--- src/rtl/vcopy_pkg.sv ---
package vcopy_pkg;
  localparam int BYTE_W = 8;
  localparam int ADDR_W = 2 * BYTE_W;

  function automatic logic [ADDR_W-1:0] lane_swap(input logic [ADDR_W-1:0] a);
    return a ^ {{(ADDR_W-1){1'b0}}, 1'b1};
  endfunction
endpackage

--- src/rtl/vcopy_src_ctr.sv ---
module vcopy_src_ctr #(
  parameter int BYTE_W = 8
) (
  input  logic              clk,
  input  logic              rst_n,
  input  logic              load,
  input  logic [BYTE_W-1:0] ld_hi,
  input  logic [BYTE_W-1:0] ld_mid,
  input  logic [BYTE_W-1:0] ld_lo,
  input  logic              step,
  output logic [BYTE_W-1:0] hi_o,
  output logic [BYTE_W-1:0] mid_o,
  output logic [BYTE_W-1:0] lo_o
);
  localparam logic [BYTE_W-1:0] ONES = '1;
  localparam logic [BYTE_W-1:0] ONE  = BYTE_W'(1);

  always_ff @(posedge clk) begin
    if (!rst_n) begin
      hi_o  <= '0;
      mid_o <= '0;
      lo_o  <= '0;
    end else if (load) begin
      hi_o  <= ld_hi;
      mid_o <= ld_mid;
      lo_o  <= ld_lo;
    end else if (step) begin
      lo_o <= lo_o + ONE;
      if (lo_o == ONES) mid_o <= mid_o + ONE;
    end
  end

  // carry goes from the low byte into the middle byte only
  assert_src_carry_R5: assert property (@(posedge clk) disable iff (!rst_n)
    (step && !load && lo_o == ONES) |=> (mid_o == $past(mid_o) + ONE && lo_o == '0));
  assert_src_hold_R5: assert property (@(posedge clk) disable iff (!rst_n)
    (step && !load && lo_o != ONES) |=> (mid_o == $past(mid_o)));
endmodule

--- src/rtl/vcopy_len_ctr.sv ---
module vcopy_len_ctr #(
  parameter int LEN_W = 16
) (
  input  logic             clk,
  input  logic             rst_n,
  input  logic             load,
  input  logic [LEN_W-1:0] ld_val,
  input  logic             step,
  output logic [LEN_W-1:0] cnt_o,
  output logic             last_o
);
  localparam logic [LEN_W-1:0] ONE = LEN_W'(1);

  always_ff @(posedge clk) begin
    if (!rst_n)      cnt_o <= '0;
    else if (load)   cnt_o <= ld_val;
    else if (step)   cnt_o <= cnt_o - ONE;
  end

  assign last_o = (cnt_o == ONE);

  // each write takes exactly one off the length
  assert_len_step_R6: assert property (@(posedge clk) disable iff (!rst_n)
    (step && !load) |=> (cnt_o == $past(cnt_o) - ONE));
endmodule

--- src/rtl/vcopy_dst_ctr.sv ---
module vcopy_dst_ctr #(
  parameter int ADDR_W = 16,
  parameter int INC_W  = 8
) (
  input  logic              clk,
  input  logic              rst_n,
  input  logic              load,
  input  logic [ADDR_W-1:0] ld_val,
  input  logic              step,
  input  logic [INC_W-1:0]  inc_i,
  output logic [ADDR_W-1:0] addr_o
);
  always_ff @(posedge clk) begin
    if (!rst_n)      addr_o <= '0;
    else if (load)   addr_o <= ld_val;
    else if (step)   addr_o <= addr_o + ADDR_W'(inc_i);
  end

  // destination advances by the live step value
  assert_dst_step_R6: assert property (@(posedge clk) disable iff (!rst_n)
    (step && !load) |=> (addr_o == $past(addr_o) + ADDR_W'($past(inc_i))));
endmodule

--- src/rtl/vram_copy_dma.sv ---
module vram_copy_dma
  import vcopy_pkg::*;
#(
  parameter int LEN_W   = 16,
  parameter int CD_W    = 6,
  parameter int CD_KEEP = 4,
  parameter int INC_W   = 8
) (
  input  logic              clk,
  input  logic              rst_n,
  input  logic              start_i,
  input  logic [BYTE_W-1:0] src_hi_i,
  input  logic [BYTE_W-1:0] src_mid_i,
  input  logic [BYTE_W-1:0] src_lo_i,
  input  logic [LEN_W-1:0]  len_i,
  input  logic [ADDR_W-1:0] dst_i,
  input  logic [CD_W-1:0]   cd_i,
  input  logic [INC_W-1:0]  autoinc_i,
  input  logic              slot_i,
  input  logic              fifo_pend_i,
  output logic              rd_en_o,
  output logic [ADDR_W-1:0] rd_addr_o,
  input  logic [BYTE_W-1:0] rd_data_i,
  output logic              wr_en_o,
  output logic [ADDR_W-1:0] wr_addr_o,
  output logic [BYTE_W-1:0] wr_data_o,
  output logic [BYTE_W-1:0] src_hi_o,
  output logic [BYTE_W-1:0] src_mid_o,
  output logic [BYTE_W-1:0] src_lo_o,
  output logic [LEN_W-1:0]  len_o,
  output logic [ADDR_W-1:0] dst_o,
  output logic [CD_W-1:0]   cd_o,
  output logic              busy_o,
  output logic              done_o
);
  localparam logic [CD_W-1:0] CD_MASK = {{(CD_W-CD_KEEP){1'b0}}, {CD_KEEP{1'b1}}};
  localparam logic [1:0]      MODE_COPY = 2'b11;

  logic              run_q, fetched_q, done_q;
  logic [BYTE_W-1:0] hold_q;
  logic [CD_W-1:0]   cd_q;
  logic              len_last;
  logic              copy_mode, grant;

  vcopy_src_ctr #(.BYTE_W(BYTE_W)) u_src (
    .clk(clk), .rst_n(rst_n), .load(start_i),
    .ld_hi(src_hi_i), .ld_mid(src_mid_i), .ld_lo(src_lo_i),
    .step(wr_en_o), .hi_o(src_hi_o), .mid_o(src_mid_o), .lo_o(src_lo_o)
  );

  vcopy_len_ctr #(.LEN_W(LEN_W)) u_len (
    .clk(clk), .rst_n(rst_n), .load(start_i), .ld_val(len_i),
    .step(wr_en_o), .cnt_o(len_o), .last_o(len_last)
  );

  vcopy_dst_ctr #(.ADDR_W(ADDR_W), .INC_W(INC_W)) u_dst (
    .clk(clk), .rst_n(rst_n), .load(start_i), .ld_val(dst_i),
    .step(wr_en_o), .inc_i(autoinc_i), .addr_o(dst_o)
  );

  assign copy_mode = (src_hi_o[BYTE_W-1 -: 2] == MODE_COPY);
  assign busy_o    = run_q && copy_mode;
  assign grant     = slot_i && !fifo_pend_i && busy_o && !start_i;
  assign rd_en_o   = grant && !fetched_q;
  assign wr_en_o   = grant && fetched_q;
  assign rd_addr_o = lane_swap({src_mid_o, src_lo_o});
  assign wr_addr_o = lane_swap(dst_o);
  assign wr_data_o = hold_q;
  assign cd_o      = cd_q;
  assign done_o    = done_q;

  always_ff @(posedge clk) begin
    if (!rst_n) begin
      run_q     <= 1'b0;
      fetched_q <= 1'b0;
      hold_q    <= '0;
      cd_q      <= '0;
      done_q    <= 1'b0;
    end else begin
      done_q <= wr_en_o && len_last;
      if (start_i) begin
        run_q     <= 1'b1;
        fetched_q <= 1'b0;
        cd_q      <= cd_i;
      end else if (rd_en_o) begin
        hold_q    <= rd_data_i;
        fetched_q <= 1'b1;
      end else if (wr_en_o) begin
        fetched_q <= 1'b0;
        if (len_last) begin
          run_q <= 1'b0;
          cd_q  <= cd_q & CD_MASK;
        end
      end
    end
  end

  // quiet from reset
  assert_quiet_reset_R1: assert property (@(posedge clk)
    !rst_n |=> (!busy_o && !done_o && !rd_en_o && !wr_en_o));
  // memory is only touched in copy mode on a real slot
  assert_mode_gate_R2: assert property (@(posedge clk) disable iff (!rst_n)
    (rd_en_o || wr_en_o) |-> (slot_i && src_hi_o[BYTE_W-1 -: 2] == MODE_COPY));
  // the read byte is what the next write carries
  assert_hold_capture_R3: assert property (@(posedge clk) disable iff (!rst_n)
    rd_en_o |=> (wr_data_o == $past(rd_data_i)));
  // read and write never share a slot
  assert_one_access_R4: assert property (@(posedge clk) disable iff (!rst_n)
    !(rd_en_o && wr_en_o));
  // source-high never moves during a copy step
  assert_src_hi_fixed_R5: assert property (@(posedge clk) disable iff (!rst_n)
    wr_en_o |=> (src_hi_o == $past(src_hi_o) && src_lo_o == $past(src_lo_o) + 8'd1));
  // completion stops the engine and trims the command code
  assert_done_stop_R7: assert property (@(posedge clk) disable iff (!rst_n)
    done_o |-> (!busy_o && (cd_o & ~CD_MASK) == '0 && len_o == '0));
  assert_done_pulse_R7: assert property (@(posedge clk) disable iff (!rst_n)
    done_o |=> !done_o);
  // a pending queued write owns the slot
  assert_fifo_first_R8: assert property (@(posedge clk) disable iff (!rst_n)
    fifo_pend_i |-> (!rd_en_o && !wr_en_o));
  // a load cycle never accesses memory
  assert_load_first_R9: assert property (@(posedge clk) disable iff (!rst_n)
    start_i |-> (!rd_en_o && !wr_en_o));
endmodule

--- config.mk ---
export PLATFORM = sky130hd
export DESIGN_NAME = vram_copy_dma
export DESIGN_NICKNAME = d
export VERILOG_FILES = /design/src/rtl/vcopy_pkg.sv /design/src/rtl/vcopy_src_ctr.sv /design/src/rtl/vcopy_len_ctr.sv /design/src/rtl/vcopy_dst_ctr.sv /design/src/rtl/vram_copy_dma.sv
export SDC_FILE = /design/constraint.sdc
export NUM_CORES = 1
export LEC_CHECK = 0
export BUFFER_PORTS_ARGS = -buffer_cell sky130_fd_sc_hd__clkbuf_2
export CAP_MARGIN = 20
export CORE_ASPECT_RATIO = 0.7
export CORE_UTILIZATION = 40
export CTS_BUF_LIST = sky130_fd_sc_hd__clkbuf_4
export DETAILED_ROUTE_END_ITERATION = 6
export GPL_TIMING_DRIVEN = 0
export PLACE_DENSITY = 0.72
export RECOVER_POWER = 100
export SKIP_LAST_GASP = 1
export SLEW_MARGIN = 15
export SYNTH_ARGS = -nofsm -noshare
export SYNTH_HDL_FRONTEND = slang
export SYNTH_SLANG_ARGS = --single-unit
--- constraint.sdc ---
create_clock -name clk -period 3.3 [get_ports clk]
set_input_delay 0.33 -clock clk [delete_from_list [all_inputs] [get_ports clk]]
set_output_delay 0.33 -clock clk [all_outputs]
set_load 0.02 [all_outputs]
* After elaboration in Yosys (flattened, before gate mapping)
Cells that the tools add are included.
** Storage, ports and cells
- Register bits :: 73
- Latch bits :: 0
- RAM bits :: 0
- Bits in read-only memories :: 0
- Bits of input ports :: 83
- Output and inout bits :: 106
- Word-level logic and storage cells :: 60
- Memories kept :: 0
** Cells by class
- Add/subtract/negate cells :: 4
- Multipliers :: 0
- Div/mod/pow operators :: 0
- Magnitude comparators :: 0
- Eq/ne operators :: 4
- Shift operators :: 0
- Muxes and demuxes :: 19
- Bitwise operators :: 4
- Reduce and logical (&&, ||, !) cells :: 18
** Operators by type and width (count)
- 16-bit two-way mux :: 4
- 8-bit two-way mux :: 5
- 6-bit two-way mux :: 4
- 16-bit by 8-bit adder with 16-bit output :: 1
- 8-bit by 1-bit adder with 8-bit output, second input constant :: 2
- 16-bit by 1-bit == test with 1-bit output, second input constant :: 1
- 16-bit by 1-bit subtractor with 16-bit output, second input constant :: 1
- 8-bit == test, second input constant :: 1
- 2-bit nonzero test :: 4
- 1-bit logical AND :: 7
- 1-bit two-way mux :: 6
- 1-bit inverter :: 4
- 2-bit AND reduction :: 2
- 1-bit zero test :: 3
- 3-bit AND reduction :: 1
- 2-bit == test, second input constant :: 1
- 2-bit inequality test, second input constant :: 1
- 2-bit OR reduction :: 1

* Logic depth before layout (Yosys ltp)
Gate-level depths: netlist (run 1).
- Word-level depth :: 8
- Mapped depth :: 8
- Depth with buffers taken out :: 7

* Hierarchy
Synthesis (run 1) repeated with hierarchy kept, for this count alone.
** Second synthesis, totals
- Cells, all modules :: 482
- Area total of the unflattened synthesis :: 4179.0 um^2
** Modules (own cells, without submodules)
- vcopy_dst_ctr :: instances 1, cells each 153, area each 1232.4 um^2, sequential area each 320.3 um^2
- vcopy_src_ctr :: instances 1, cells each 124, area each 1167.4 um^2, sequential area each 480.5 um^2
- vram_copy_dma :: instances 1, cells each 107, area each 929.6 um^2, sequential area each 340.3 um^2
- vcopy_len_ctr :: instances 1, cells each 98, area each 849.6 um^2, sequential area each 320.3 um^2

* Worst setup path after synthesis (run 1)
OpenSTA, ideal clock, no wires.
- Path type :: flip-flop to flip-flop
- Start :: register u_dst.addr_o[0]
- End :: register u_dst.addr_o[14]
- Arrival :: 2.124 ns
- Data required time :: 3.226 ns
- Path slack :: 1.101 ns
- Stages on the path, launching flop included :: 8
- Period minus slack after synthesis :: 2.199 ns
- Cells stage by stage :: dfxtp_1 -> ha_1 -> fa_1 -> a211oi_1 -> o211a_1 -> or2_1 -> or4_1 -> a31oi_1
** On the way
- Longest elaborated chain between the ends :: 3
** RTL lines
- start: declaration :: line vcopy_dst_ctr.sv:11 : output logic [ADDR_W-1:0] addr_o
- start signal: assignment :: line vcopy_dst_ctr.sv:15 : else if (load) addr_o <= ld_val;
- start signal: assignment :: line vcopy_dst_ctr.sv:16 : else if (step) addr_o <= addr_o + ADDR_W'(inc_i);
- 16-bit by 8-bit adder with 16-bit output :: line vcopy_dst_ctr.sv:16
- 16-bit two-way mux :: line vcopy_dst_ctr.sv:16
- 16-bit two-way mux :: line vcopy_dst_ctr.sv:15
No other way between the ends. The select of a mux whose other input is x is not followed.
A chain may end at the register's enable or synchronous reset.

* Final worst setup path (run 1)
- Start :: register run_q
- End :: output wr_en_o
** On the way
- Longest elaborated chain between the ends :: 4
** RTL lines
- start: declaration :: line vram_copy_dma.sv:39 : logic run_q, fetched_q, done_q;
- start signal: assignment :: line vram_copy_dma.sv:74 : run_q <= 1'b0;
- start signal: assignment :: line vram_copy_dma.sv:82 : run_q <= 1'b1;
- start signal: assignment :: line vram_copy_dma.sv:91 : run_q <= 1'b0;
- 1-bit logical AND :: line vram_copy_dma.sv:62 : assign busy_o = run_q && copy_mode;
- 1-bit logical AND (2 in series) :: line vram_copy_dma.sv:63 : assign grant = slot_i && !fifo_pend_i && busy_o && !start_i;
- 1-bit logical AND :: line vram_copy_dma.sv:65 : assign wr_en_o = grant && fetched_q;
- end: declaration :: line vram_copy_dma.sv:24 : output logic wr_en_o,
No other way between the ends.

==> results of run 1 <==
[sequential cells by signal, summed over array words and instances, names as in the netlist]
signal	count
u_dst.addr_o	16
u_len.cnt_o	16
u_src.hi_o	8
u_src.lo_o	8
u_src.mid_o	8
wr_data_o	8
cd_o	6
done_o	1
fetched_q	1
run_q	1
[cell type report]
| cell class | instances | area [sq um] | share of cell area, % |
|---|---|---|---|
| buffer | 56 | 324.1 | 6.464 |
| clock buffer | 11 | 82.58 | 1.647 |
| clock inverter | 5 | 80.08 | 1.597 |
| inverter | 9 | 33.78 | 0.6738 |
| multi-input combinational | 325 | 2069 | 41.28 |
| sequential | 73 | 1461 | 29.15 |
| tap | 124 | 155.1 | 3.095 |
| timing repair buffer | 187 | 807.0 | 16.10 |
[kinds of logic after synthesis]
| group | Yosys count | synth area share [%] |
|---|---|---|
| DFF | 73 | 37.32 |
| AOI/OAI and AO/OA | 122 | 19.94 |
| adders and majority gates | 13 | 4.345 |
| muxes | 22 | 5.623 |
| xor gates and xnor gates | 21 | 4.697 |
| buffers and inverters | 65 | 9.233 |
| and+or+nand+nor | 147 | 18.85 |
[cell usage after synthesis, types with 2 or more instances]
master / instances / share of area [%]
o21ai_0: 21 / 2.7
a21o_1: 3 / 0.58
nand4_1: 7 / 1.1
nor4_1: 6 / 0.96
nand2_1: 37 / 3.5
a22oi_1: 11 / 2.1
dfxtp_1: 73 / 37
o311ai_0: 6 / 1.3
or3_1: 6 / 0.96
clkbuf_1: 18 / 1.7
xor2_1: 8 / 1.8
nand3b_1: 2 / 0.38
buf_2: 4 / 0.51
a31oi_1: 7 / 1.1
inv_2: 2 / 0.19
a221oi_1: 3 / 0.67
inv_1: 7 / 0.67
and2_1: 4 / 0.64
a211oi_1: 9 / 1.7
xnor2_1: 13 / 2.9
a21oi_1: 40 / 5.1
and3_1: 3 / 0.48
nor2_1: 43 / 4.1
a311oi_1: 5 / 1.1
o21a_1: 3 / 0.58
nor3_1: 13 / 1.7
buf_1: 4 / 0.38
ha_1: 12 / 3.8
nand3_1: 12 / 1.5
o211ai_1: 7 / 1.3
mux2i_1: 22 / 5.6
buf_4: 30 / 5.8
[stage by stage]
stage	std cells	cell area (sq um)	hold slack, ns	power [W]	util [%]
2_1_floorplan	463	3916	0.4456	0.001282	-
4_1_cts	790	5170	0.09648	0.002111	55.66
3_3_place_gp	774	5007	0.4726	0.001453	53.91
5_1_grt	790	5014	0.08225	0.002185	53.97
3_5_place_dp	774	5007	0.4822	0.001465	53.91
6_report	790	5014	0.1220	0.002081	53.97
[final timing paths]
check	startpoint	end	slack, ns	cells past startpoint
setup / recovery	run_q	wr_en_o	0.51	6
hold / removal	cd_i[4]	cd_o[4]	0.12	3
setup reg to reg	u_len.cnt_o[5]	u_len.cnt_o[15]	0.60	4
hold reg to reg	run_q	run_q	0.49	2
[power by group]
group / switching, W / leakage (nW) / total, W / internal [W]
Sequential: 0.0000557 / 0.602 / 0.000984 / 0.000928
Clock: 0.000331 / 0.0847 / 0.000654 / 0.000323
Combinational: 0.000271 / 1.33 / 0.000443 / 0.000172
Total: 0.000657 / 2.02 / 0.00208 / 0.00142
[per-layer routing]
layer  track usage (%)  vias to the layer above  wire (microns)
met4             5.387                        0             131
li1                  -                     2050               -
met3             7.337                       13            1318
met1             32.83                     1986            5705
met5                 0                        -               0
met2             42.16                      185            5994
[critical path, delay by kind of cell (launching register included)]
| family | cells | cell delay, ns |
|---|---|---|
| buffers and inverters | 4 | 1.31 |
| and+or+nand+nor | 2 | 0.36 |
| DFF | 1 | 0.36 |
==> flow_metrics.tcl, run 1 <==
set metrics [dict create \
    status "finished clean" \
    path_cells "and3_1 -> buf_2 -> nand3_2 -> inv_1 -> clkbuf_1 -> clkbuf_1" \
    clockBufferDepth 2 \
    cts_buffers 9 \
    rsz0062_at_grt "no" \
    grt_pass1_wl_microns 20060 \
    drive_gt1_share_pct 20.42 \
    clk_latency_ns 0.43 \
    area_growth_pct 28.02 \
    place_ws_ns 0.8852 \
    grt_pass1_vias 4085 \
    max_slew_margin_pct 9.699 \
    synth_nets 559 \
    vdd_drop_max_v 0.0002288 \
    antenna_left 0 \
    layout_min_cycle_time_ns 2.795 \
    ys_types 54 \
    crit_slowest_cell "clkbuf_1" \
    cp_common_cell "clkbuf_1" \
    wl_per_cell_microns 16.65 \
    vias_per_cell 5.359 \
    worst_ep_arrival_time_ns 2.46 \
    first_iter_violations 286 \
    num_rows 29 \
    drt_wl_total_microns 13150 \
    p_leak_nw 2.020 \
    worst_slack_ns 0.5055 \
    syn_area_sq_mm 0.003916 \
    die_width_microns 120.3 \
    slowest_delay_ns 0.49 \
    final_common_cell "clkbuf_1" \
    cts_htree_levels 3 \
    fin_skew_ns 0.01216 \
    nFillCells 975 \
    num-nets-final 757 \
    avgSynthCellArea_sq_um 8.458 \
    io_pins 189 \
    worst_pin_slew_ns 1.342 \
    cts_sinks 73 \
    antenna_found_initial 0 \
    end_kind "output port" \
    netlist_instances 463 \
    ys_seq_elements 73 \
    cp_max_fo 10 \
    setup_viol 0 \
    grt.total_usage_pct 25.44 \
    synth-seq-area-share_pct 37.32 \
    required_ns 2.97 \
    start_util_pct 42.16 \
    drc_errors 0 \
    diodes 0 \
    tns_ns 0 \
    ctsHoldBuffers 0 \
    max_freq_mhz 357.8 \
    path_clk_slew_ns 0.13 \
    vias 4234 \
    coreArea_sq_mm 0.009289 \
    dp_hpwl_microns 9856 \
    place_congestion 0.8561 \
    final_cell_mix "128 x clkbuf_1, 84 x clkbuf_2, 73 x dfxtp_1" \
    ys.flop_type "dfxtp_1" \
    cts-root-buf "clkbuf_4" \
    powerDensity_mw_per_mm2 415.0 \
    grt_max_degree 13 \
    critical_path_class "reg2out" \
    drtPass1Iterations 4 \
    overflow 0 \
    yosysWarnings 0 \
    synth_edf_count 0 \
    period_share_pct 84.68 \
    drv_cap 0 \
    hold_violations 0 \
    hold_path.class "in2reg" \
    cts_tree "built" \
    cts_setup_buffers 0 \
    die_h_microns 84.79 \
    die-area_sq_mm 0.01020 \
    cts-resized-gates 0 \
    postSynth.asyncResetShare_pct 0 \
    port_buffers 187 \
    maxSlewViolCount 0 \
    critPathLaunchType "flip-flop" \
]
Power figures use the tool's default switching activity.
==> run 2: changes to the inputs <==
==> constraint.sdc (replaced) <==
create_clock -name clk -period 2.75 [get_ports clk]
set_input_delay 0.275 -clock clk [delete_from_list [all_inputs] [get_ports clk]]
set_output_delay 0.275 -clock clk [all_outputs]
set_load 0.02 [all_outputs]
==> flow_metrics.tcl, run 2 (synthesis gave the netlist of run 1 again) <==
set metrics [dict create \
    maxSlewViolCount 0 \
    final_common_cell "clkbuf_1" \
    drv_cap 0 \
    end_kind "output port" \
    cp.depth 5 \
    fin_skew_ns 0.01158 \
    power.internal_w 0.001711 \
    top_usage_layer "met2" \
    start_util_pct 42.16 \
    num-nets-final 756 \
    path_clk_slew_ns 0.12 \
    vdd_drop_max_v 0.0002755 \
    drt_wl_total_microns 13040 \
    holdPathStages 3 \
    clockBufferDepth 2 \
    cts-root-buf "clkbuf_4" \
    swShare_pct 31.52 \
    antenna_found_initial 0 \
    powerDensity_mw_per_mm2 496.8 \
    met1_usage_pct 32.83 \
    path_cells "and3_1 -> clkbuf_1 -> nand2_1 -> nor2_2 -> clkbuf_1" \
    grt.total_usage_pct 25.44 \
    cts-resized-gates 0 \
    reg2regPathDepth 6 \
    layout_min_cycle_time_ns 2.462 \
    place_congestion 0.8561 \
    cp_common_cell "clkbuf_1" \
    use_met2_pct 42.16 \
    worstPathBufferInverterCount 2 \
    max_freq_mhz 406.2 \
    period_share_pct 89.51 \
    tns_ns 0 \
    cts_sinks 73 \
    critical_path_class "reg2out" \
    ctsHoldBuffers 0 \
    power_switching_w 0.0007872 \
    grt_pass1_wl_microns 20060 \
    worst_slack_ns 0.2884 \
    hold_violations 0 \
    reg_top3 "u_dst.addr_o: 16 flops, u_len.cnt_o: 16 flops" \
    cp_max_fo 9 \
    wl_per_cell_microns 16.52 \
    cts_setup_buffers 0 \
    first_iter_violations 245 \
    hold_slack_ns 0.07771 \
    num_rows 29 \
    dp_hpwl_microns 9856 \
    vias_per_cell 5.362 \
    port_buffers 187 \
    gr-usage-met3_pct 7.337 \
    die_h_microns 84.79 \
    die-area_sq_mm 0.01020 \
    area_growth_pct 28.37 \
    diodes 0 \
    slowest_delay_ns 0.50 \
    worst_pin_slew_ns 0.8306 \
    setup_viol 0 \
    drive_gt1_share_pct 20.90 \
    p_seq_share_pct 47.4 \
    drtPass1Iterations 4 \
    grt_pass1_vias 4085 \
    regArea_sq_mm 0.001461 \
    drc_errors 0 \
    vias 4231 \
    max_slew_margin_pct 44.29 \
    coreArea_sq_mm 0.009289 \
    clk_latency_ns 0.42 \
    cp_top_family "simple AND/OR/NAND/NOR gates" \
    worst_ep_arrival_time_ns 2.19 \
    cts_buffers 9 \
    die_width_microns 120.3 \
    crit_slowest_cell "nor2_2" \
    critPathLaunchType "flip-flop" \
    p_leak_nw 2.020 \
    hold_path.class "in2reg" \
    multi_input_area_sq_mm 0.002087 \
    antenna_left 0 \
    required_ns 2.48 \
    combPwrFrac_pct 21.3 \
    nFillCells 974 \
    cts_tree "built" \
    rsz0062_at_grt "no" \
    place_ws_ns 0.3902 \
    grt_max_degree 13 \
    io_pins 189 \
    final_cell_mix "126 x clkbuf_1, 84 x clkbuf_2, 73 x dfxtp_1" \
    status "finished clean" \
    overflow 0 \
    cts_htree_levels 3 \
    pwr-share-clk_pct 31.3 \
]
run 2: cell types whose count changed in the layout (fill, tap and decap cells not counted):
cell	change
nor4_1	-1
inv_1	-1
inv_2	+1
buf_1	+1
clkbuf_1	-2
nor2_1	-1
nor4_4	+1
nor2_2	+1
run 2: power by group through the flow:
stage / sequential, W / combinational [W] / clock [W]
2_1_floorplan: 0.00126 / 0.000280 / 0
3_3_place_gp: 0.00120 / 0.000542 / 0
3_5_place_dp: 0.00121 / 0.000551 / 0
4_1_cts: 0.00118 / 0.000553 / 0.000797
5_1_grt: 0.00119 / 0.000579 / 0.000854
6_report: 0.00118 / 0.000533 / 0.000782
run 2: routing by layer:
metal / routed length [microns] / share of wire [%]
met4: 106 / 0.81
met2: 5986 / 46
met1: 5836 / 45
met5: 0 / 0
met3: 1108 / 8.5
run 2: through the flow:
step	cells	total power [W]	instance area (sq um)	util [%]
finish	789	0.002498	5027	54.12
global route	789	0.002625	5027	54.12
CTS	790	0.002533	5170	55.66
detailed placement	774	0.001758	5007	53.91
global placement	774	0.001743	5007	53.91
floorplan	463	0.001538	3916	-
run 2: final cells by class:
cell class,count,area share (%)
well taps,124,3.086
plain buffers,55,6.371
clock inverters,5,1.593
inverters,9,0.6720
flip-flops and latches,73,29.07
repair buffers,187,16.05
clock buffers,11,1.643
multi-input cells,325,41.51
run 2: path summary, 6_finish.rpt:
check                                      from                to  slack [ns]
worst max-delay path                      run_q           rd_en_o        0.29
worst min-delay path                    cd_i[4]           cd_o[4]        0.08
worst max register to register  u_dst.addr_o[1]  u_dst.addr_o[15]        0.32
worst min register to register  u_dst.addr_o[2]   u_dst.addr_o[2]        0.50
run 2: worst min-delay path, cell delays in order:
cell and delay, ns:
clkbuf_2 0.08, nand2_1 0.05, a21oi_1 0.05
==> run 3: changes to the inputs <==
--- a/config.mk
+++ b/config.mk
@@ -9,7 +9,6 @@
 export CAP_MARGIN = 20
 export CORE_ASPECT_RATIO = 0.7
 export CORE_UTILIZATION = 40
-export CTS_BUF_LIST = sky130_fd_sc_hd__clkbuf_4
 export DETAILED_ROUTE_END_ITERATION = 6
 export GPL_TIMING_DRIVEN = 0
 export PLACE_DENSITY = 0.72
==> flow_metrics.tcl, run 3 (synthesis gave the netlist of run 1 again) <==
set metrics [dict create \
    placed_area_sq_mm 0.005007 \
    grt_max_degree 13 \
    setup_viol 0 \
    io_pins 189 \
    stdcell_area_sq_mm 0.005180 \
    required_ns 2.48 \
    drv_cap 0 \
    start_util_pct 42.16 \
    hold_violations 0 \
    drt_wl_total_microns 13190 \
    place_congestion 0.8561 \
    wl_per_cell_microns 16.70 \
    drc_errors 0 \
    crit_slowest_cell "clkbuf_1" \
    final_common_cell "clkbuf_1" \
    vdd_drop_max_v 0.0003446 \
    p_leak_nw 2.088 \
    max_slew_margin_pct 35.12 \
    vias 4310 \
    coreArea_sq_mm 0.009289 \
    cts_tree "built" \
    critical_path_class "reg2out" \
    diodes 0 \
    cp_max_fo 10 \
    path_cells "and3_1 -> buf_2 -> nand3_2 -> inv_2 -> clkbuf_1 -> clkbuf_1" \
    vias_per_cell 5.456 \
    overflow 0 \
    slowest_delay_ns 0.48 \
    first_iter_violations 283 \
    total_power_w 0.002991 \
    die_h_microns 84.79 \
    cts-root-buf "clkbuf_16" \
    hold_slack_ns 0.1728 \
    cts_buffers 9 \
    ctsHoldBuffers 0 \
    clockBufferDepth 2 \
    num-nets-final 757 \
    area_growth_pct 32.27 \
    critPathLaunchType "flip-flop" \
    worst_ep_arrival_time_ns 2.26 \
    cts-resized-gates 0 \
    drive_gt1_share_pct 20.57 \
    antenna_found_initial 0 \
    port_buffers 187 \
    grt_pass1_vias 4075 \
    reg2regPathDepth 6 \
    max_freq_mhz 394.4 \
    die_width_microns 120.3 \
    path_clk_slew_ns 0.06 \
    grt_pass1_wl_microns 20070 \
    tns_ns 0 \
    fin_skew_ns 0.005233 \
    dp_hpwl_microns 9856 \
    rsz0062_at_grt "no" \
    cts_sinks 73 \
    maxSlewViolCount 0 \
    reg_top3 "u_dst.addr_o: 16 flops, u_len.cnt_o: 16 flops" \
    layout_min_cycle_time_ns 2.536 \
    end_kind "output port" \
    worst_pin_slew_ns 0.9697 \
    status "finished clean" \
    holdPathStages 3 \
    period_share_pct 92.20 \
    cts_htree_levels 3 \
    final_cell_mix "130 x clkbuf_1, 84 x clkbuf_2, 73 x dfxtp_1" \
    num_rows 29 \
    drtPass1Iterations 5 \
    cp_common_cell "clkbuf_1" \
    clk_latency_ns 0.33 \
    grt.total_usage_pct 25.49 \
    cts_setup_buffers 0 \
    hold_path.class "in2reg" \
    die-area_sq_mm 0.01020 \
    powerDensity_mw_per_mm2 577.4 \
    antenna_left 0 \
]
## run 3: worst paths after layout
kind | slack [ns] | from | end
worst min register to register | 0.49 | run_q | run_q
worst max register to register | 0.37 | u_dst.addr_o[1] | u_dst.addr_o[15]
worst min-delay path | 0.17 | cd_i[4] | cd_o[4]
worst max-delay path | 0.21 | u_src.hi_o[7] | wr_en_o
## run 3: cell type report
class	instances	area [sq um]
clock inverters	4	76.32
plain buffers	56	324.1
flip-flops and latches	73	1461
multi-input cells	325	2076
well taps	124	155.1
fillers	962	4109
inverters	9	33.78
repair buffers	187	807.0
clock buffers	12	246.5
## run 3: routing by layer
metal	routed length, microns	track usage [%]
met3	1113	7.541
met5	0	0
met4	101	5.387
met2	6005	42.01
met1	5972	32.99
## run 3: metrics by stage
step	setup WS [ns]	util (%)	cells
4_1_cts	0.2052	57.38	790
5_1_grt	0.09984	55.77	790
2_1_floorplan	0.5512	-	463
3_5_place_dp	0.3902	53.91	774
3_3_place_gp	0.4648	53.91	774
6_report	0.2144	55.77	790
## run 3: worst max-delay path: cells and delay by family (launching register included)
family	cells	cell delay, ns
simple gates	2	0.37
flops	1	0.35
buf+inv	4	1.20
## run 3: power by group
part	switching [W]	internal, W
clock network	0.000454	0.000821
registers	0.0000679	0.00111
logic	0.000326	0.000207
total	0.000848	0.00214
